`config.mk`:
```
export PLATFORM = sky130hd
export DESIGN_NAME = boot_loader_seq
export DESIGN_NICKNAME = d
export VERILOG_FILES = /design/src/rtl/boot_pkg.sv /design/src/rtl/boot_echo_buf.sv /design/src/rtl/boot_word_asm.sv /design/src/rtl/boot_loader_seq.sv
export SDC_FILE = /design/constraint.sdc
export NUM_CORES = 1
export LEC_CHECK = 0
export ABC_AREA = 1
export CELL_PAD_IN_SITES_DETAIL_PLACEMENT = 2
export CELL_PAD_IN_SITES_GLOBAL_PLACEMENT = 2
export CORE_ASPECT_RATIO = 0.75
export CORE_MARGIN = 1.5
export CORE_UTILIZATION = 34
export CTS_CLUSTER_DIAMETER = 40
export DETAILED_ROUTE_END_ITERATION = 8
export PLACE_DENSITY_LB_ADDON = 0.1
export SETUP_SLACK_MARGIN = 0.3
export SKIP_CTS_REPAIR_TIMING = 1
export SYNTH_ARGS = -nofsm -noshare
export SYNTH_HDL_FRONTEND = slang
export SYNTH_SLANG_ARGS = --single-unit
```
`constraint.sdc`:
```
create_clock -name clk -period 5.18 [get_ports clk]
set_input_delay 1.036 -clock clk [delete_from_list [all_inputs] [get_ports clk]]
set_output_delay 1.036 -clock clk [all_outputs]
set_load 0.05 [all_outputs]
```
`src/rtl/boot_pkg.sv`:
```
package boot_pkg;
  typedef enum logic [2:0] {
    PH_SIZE,
    PH_ADDR,
    PH_LOAD,
    PH_GO,
    PH_DONE
  } phase_t;
endpackage

```
`src/rtl/boot_echo_buf.sv`:
```
module boot_echo_buf #(
  parameter int BYTE_W = 8
) (
  input  logic              clk,
  input  logic              rst_n,
  input  logic              in_fire,
  input  logic [BYTE_W-1:0] in_byte,
  output logic              can_take,
  output logic              tx_valid,
  output logic [BYTE_W-1:0] tx_data,
  input  logic              tx_ready
);
  logic              full;
  logic [BYTE_W-1:0] hold;
  logic              drain;

  assign drain    = full && tx_ready;
  assign can_take = !full || tx_ready;
  assign tx_valid = full;
  assign tx_data  = hold;

  always_ff @(posedge clk) begin
    if (!rst_n) begin
      full <= 1'b0;
      hold <= '0;
    end else if (in_fire) begin
      full <= 1'b1;
      hold <= in_byte;
    end else if (drain) begin
      full <= 1'b0;
    end
  end

  AST_ECHO_HOLD: assert property (@(posedge clk) disable iff (!rst_n)
    (tx_valid && !tx_ready) |=> (tx_valid && $stable(tx_data)));
  AST_STALL_WHILE_PENDING: assert property (@(posedge clk) disable iff (!rst_n)
    (full && !tx_ready) |-> !in_fire);
endmodule

```
`src/rtl/boot_word_asm.sv`:
```
module boot_word_asm #(
  parameter int BYTE_W = 8,
  parameter int WORD_W = 24
) (
  input  logic              clk,
  input  logic              rst_n,
  input  logic              byte_fire,
  input  logic [BYTE_W-1:0] byte_in,
  output logic              word_done,
  output logic [WORD_W-1:0] word_out
);
  localparam int BPW   = WORD_W / BYTE_W;
  localparam int IDX_W = (BPW > 1) ? $clog2(BPW) : 1;

  logic [IDX_W-1:0]  idx;
  logic [WORD_W-1:0] acc;
  logic              last_byte;

  function automatic logic [WORD_W-1:0] place_byte(
    input logic [WORD_W-1:0] w,
    input int                pos,
    input logic [BYTE_W-1:0] b
  );
    logic [WORD_W-1:0] r;
    r = w;
    r[pos*BYTE_W +: BYTE_W] = b;
    return r;
  endfunction

  assign last_byte = (idx == IDX_W'(BPW - 1));
  assign word_done = byte_fire && last_byte;
  assign word_out  = place_byte(acc, int'(idx), byte_in);

  always_ff @(posedge clk) begin
    if (!rst_n) begin
      idx <= '0;
      acc <= '0;
    end else if (byte_fire) begin
      acc <= word_out;
      idx <= last_byte ? '0 : idx + 1'b1;
    end
  end

  AST_IDX_RANGE: assert property (@(posedge clk) disable iff (!rst_n)
    int'(idx) < BPW);
endmodule

```
`src/rtl/boot_loader_seq.sv`:
```
module boot_loader_seq
  import boot_pkg::*;
#(
  parameter int BYTE_W = 8,
  parameter int WORD_W = 24,
  parameter int ADDR_W = 16
) (
  input  logic              clk,
  input  logic              rst_n,
  input  logic              rx_valid,
  input  logic [BYTE_W-1:0] rx_data,
  output logic              rx_ready,
  output logic              tx_valid,
  output logic [BYTE_W-1:0] tx_data,
  input  logic              tx_ready,
  output logic              mem_we,
  output logic [ADDR_W-1:0] mem_addr,
  output logic [WORD_W-1:0] mem_wdata,
  output logic              go,
  output logic [ADDR_W-1:0] go_addr,
  output logic              clr_mode,
  output logic              clr_flags
);
  phase_t            phase;
  logic [WORD_W-1:0] size_q;
  logic [WORD_W-1:0] left_q;
  logic [ADDR_W-1:0] start_q;
  logic [ADDR_W-1:0] wr_q;
  logic              go_q;
  logic              can_take;
  logic              accepting;
  logic              in_fire;
  logic              word_done;
  logic [WORD_W-1:0] word;

  function automatic logic [ADDR_W-1:0] next_addr(input logic [ADDR_W-1:0] a);
    return a + 1'b1;
  endfunction

  assign accepting = (phase == PH_SIZE) || (phase == PH_ADDR) || (phase == PH_LOAD);
  assign rx_ready  = accepting && can_take;
  assign in_fire   = rx_valid && rx_ready;

  boot_echo_buf #(.BYTE_W(BYTE_W)) u_echo (
    .clk      (clk),
    .rst_n    (rst_n),
    .in_fire  (in_fire),
    .in_byte  (rx_data),
    .can_take (can_take),
    .tx_valid (tx_valid),
    .tx_data  (tx_data),
    .tx_ready (tx_ready)
  );

  boot_word_asm #(.BYTE_W(BYTE_W), .WORD_W(WORD_W)) u_asm (
    .clk       (clk),
    .rst_n     (rst_n),
    .byte_fire (in_fire),
    .byte_in   (rx_data),
    .word_done (word_done),
    .word_out  (word)
  );

  always_ff @(posedge clk) begin
    if (!rst_n) begin
      phase     <= PH_SIZE;
      size_q    <= '0;
      left_q    <= '0;
      start_q   <= '0;
      wr_q      <= '0;
      mem_we    <= 1'b0;
      mem_addr  <= '0;
      mem_wdata <= '0;
      go_q      <= 1'b0;
    end else begin
      mem_we <= 1'b0;
      go_q   <= 1'b0;
      case (phase)
        PH_SIZE: if (word_done) begin
          size_q <= word;
          phase  <= PH_ADDR;
        end
        PH_ADDR: if (word_done) begin
          start_q <= word[ADDR_W-1:0];
          wr_q    <= word[ADDR_W-1:0];
          left_q  <= size_q;
          phase   <= (size_q == '0) ? PH_GO : PH_LOAD;
        end
        PH_LOAD: if (word_done) begin
          mem_we    <= 1'b1;
          mem_addr  <= wr_q;
          mem_wdata <= word;
          wr_q      <= next_addr(wr_q);
          left_q    <= left_q - 1'b1;
          if (left_q == WORD_W'(1)) phase <= PH_GO;
        end
        PH_GO: begin
          go_q  <= 1'b1;
          phase <= PH_DONE;
        end
        default: ;
      endcase
    end
  end

  assign go        = go_q;
  assign go_addr   = start_q;
  assign clr_mode  = go_q;
  assign clr_flags = go_q;

  AST_WRITE_ISOLATED: assert property (@(posedge clk) disable iff (!rst_n)
    mem_we |=> !mem_we);
  AST_WRITE_ONLY_LOADING: assert property (@(posedge clk) disable iff (!rst_n)
    mem_we |-> (phase == PH_LOAD || phase == PH_GO));
  AST_GO_SINGLE: assert property (@(posedge clk) disable iff (!rst_n)
    go |=> !go);
  AST_GO_NOT_WITH_WRITE: assert property (@(posedge clk) disable iff (!rst_n)
    go |-> !mem_we);
  AST_LOCKED_AFTER_GO: assert property (@(posedge clk) disable iff (!rst_n)
    go |=> !rx_ready);
  AST_LOAD_HAS_WORDS: assert property (@(posedge clk) disable iff (!rst_n)
    (phase == PH_LOAD) |-> (left_q != '0));
endmodule

```
==> metrics <==
outcome finished clean; vias per cell 5.32; sequential element share of the synthesized area 43.5%; Fin Setup TNS 0 ns; largest fanout on the critical path 3; later-pin clock latency in the skew report 0.44 ns; detailed-route via count 7416; clock root cell clkbuf_16; CP arrival 2.71 ns; first-pass GRT wire length 43800 um; Yosys cell types 33; Slew headroom 20.8%; Min Hold Slack 0.461 ns; antenna violations before repair 1; highest clock rate 267 MHz; Leak 3.40 nW; Port Buffers 81; dpl hpwl 18600 um; Cell Pwr Density 340 nW/um^2; Area contributors post-synth dfxtp_1, nand2_1, a21oi_1; CTS tree yes; remaining global-route overflow 0; Inserted Clock Buffers 17; Routed Antenna Nets 0; synth warn 0; final wirelength 27700 um; Die ar. 22500 um^2; mean post-synth cell area 7.03 um^2; area fraction of the dominant cell type after synthesis 43.5%; RSZ-0062 raised after global routing no; Site Rows 46; Nets 1115; largest net degree at the start of global routing 89; Setup Crit Path Kind in2out; Final Hold Fails 0; setup violators final 0; core region area 21200 um^2; DRT Pass-1 Iters 4; MaxCap Viol Count 0; Die W 173 um; Initial Util 34.7%; non-filler cells, final 1395; Mapped Cells 1046; Slew Limit Fails 0; Top-Level Pins 82; critical path capture point type output pin; footprint of the multi-input gates 3500 um^2; Tightest Pin Transition 1.18 ns; crit path time final 3.75 ns; Layout fillers 2527; Clock transition at path regs 0.07 ns; # DRC 0; Max IR drop VDD 0.000183 V; Layout area overhead 21.2%; Cell Area, Synth 7360 um^2; antenna diode count 0; type of the worst min-delay path reg2reg; placed cells 1363; Seq. cell area 3200 um^2; ratio of cells with drive above 1 in the final layout 4.97%; Layout Skew 0.0157 ns; #FFs+latches synth 160; clk sink count 160; total track usage 25.1%; crit share post-route 72.4%; Max clock buf depth 2; htree depth 4; routability cong. 0.773; syn nets 1067; die height 130 um; Iter 0 DRT Violations 393; WL/cell 19.9 um; Synth area leader dfxtp_1; CP Data Required Time 4.14 ns; vias in the first global route 7707; Worst Setup Start Kind primary input
path summary, 6_finish.rpt:
path	startpoint	end	slack (ns)	cells after the start
max reg2reg	phase[1]	wr_q[7]	2.10	8
min reg2reg	u_asm.acc[19]	u_asm.acc[19]	0.46	2
min	u_asm.acc[19]	u_asm.acc[19]	0.46	2
max	tx_ready	rx_ready	1.43	6
cell usage in the layout (no fill, tap or decap), types with 6 or more instances in the layout:
cell type,n
clkdlybuf4s50_1,80
ha_1,9
dfxtp_1,160
nand2_1,222
clkbuf_16,17
inv_6,6
a21oi_1,160
nor3_1,8
o21ai_0,99
nor2_1,84
nand4_1,10
buf_4,9
inv_1,92
nand3_1,73
o22ai_1,27
xor2_1,7
cell type report:
cell class	count	share of cell area (%)
clock buffers	17	4.77
clock inverters	15	2.12
inverters	97	4.09
multi-input cells	728	39.2
flip-flops and latches	160	35.9
well taps	288	4.04
repair buffers	90	9.80
metrics by stage:
| step | util (%) | power [W] | setup slack, ns | area, um^2 |
|---|---|---|---|---|
| after floorplan | - | 0.00156 | 2.26 | 7360 |
| after global placement | 39.2 | 0.00169 | 1.50 | 8300 |
| after detailed placement | 39.2 | 0.00170 | 1.41 | 8300 |
| after CTS | 42.1 | 0.00306 | 1.40 | 8910 |
| after global routing | 42.1 | 0.00315 | 1.34 | 8910 |
| final | 42.1 | 0.00303 | 1.43 | 8910 |
cells by family (layout without fill, tap and decap cells):
group	count (synthesis)	count (layout)	share of synthesized area (%)
fa+ha+maj	9	9	1.53
buf+inv	158	219	8.91
simple gates	409	409	23.3
compound gates	293	293	20.6
flops	160	160	43.5
mux	5	5	0.680
xor+xnor	12	12	1.43
routing by layer:
metal  vias up  routed length, um  track usage [%]
met4         0                239             5.93
met2       123              12800             42.2
li1       3551                  -                -
met1      3723              13600             34.0
met3        19               1090             4.08
met5         -                  0                0
synth_stat cells:
master / count
o21ai_2: 1
nand3_1: 73
nand3_4: 1
dfxtp_1: 160
mux2i_1: 5
nand2_4: 1
nand3b_1: 3
clkbuf_1: 27
o21ai_0: 99
or2_0: 1
o211ai_1: 1
or2_2: 2
nand4_1: 10
buf_1: 4
a31oi_1: 1
nand2_2: 2
inv_2: 5
nor2_4: 1
o21a_1: 1
nand2_1: 222
xnor2_1: 5
ha_1: 9
inv_1: 92
o31ai_1: 1
xor2_1: 7
buf_2: 20
nor3_1: 8
buf_4: 10
o21ai_1: 2
o22ai_1: 27
and2_1: 1
a21oi_1: 160
nor2_1: 84
critical path, stage by stage:
cell	delay, ns
clkdlybuf4s50_1	0.47
inv_1	0.05
nand2_1	0.15
inv_1	0.08
nor2_1	0.11
clkdlybuf4s50_1	0.82
flip-flops by register name (all words and copies together) (netlist names):
name,count
left_q,24
mem_wdata,24
size_q,24
u_asm.acc,24
go_addr,16
mem_addr,16
wr_q,16
u_echo.tx_data,8
phase,3
u_asm.idx,2
clr_flags,1
mem_we,1
u_echo.tx_valid,1
power by group:
part	total [W]	internal (W)	leakage (nW)	switching, W
sequential	0.00129	0.00127	1.30	0.0000207
clock	0.00135	0.000738	0.296	0.000616
combinational	0.000390	0.000104	1.81	0.000287
total	0.00303	0.00211	3.40	0.000923
Note: power is estimated with default switching activity, not from simulation.
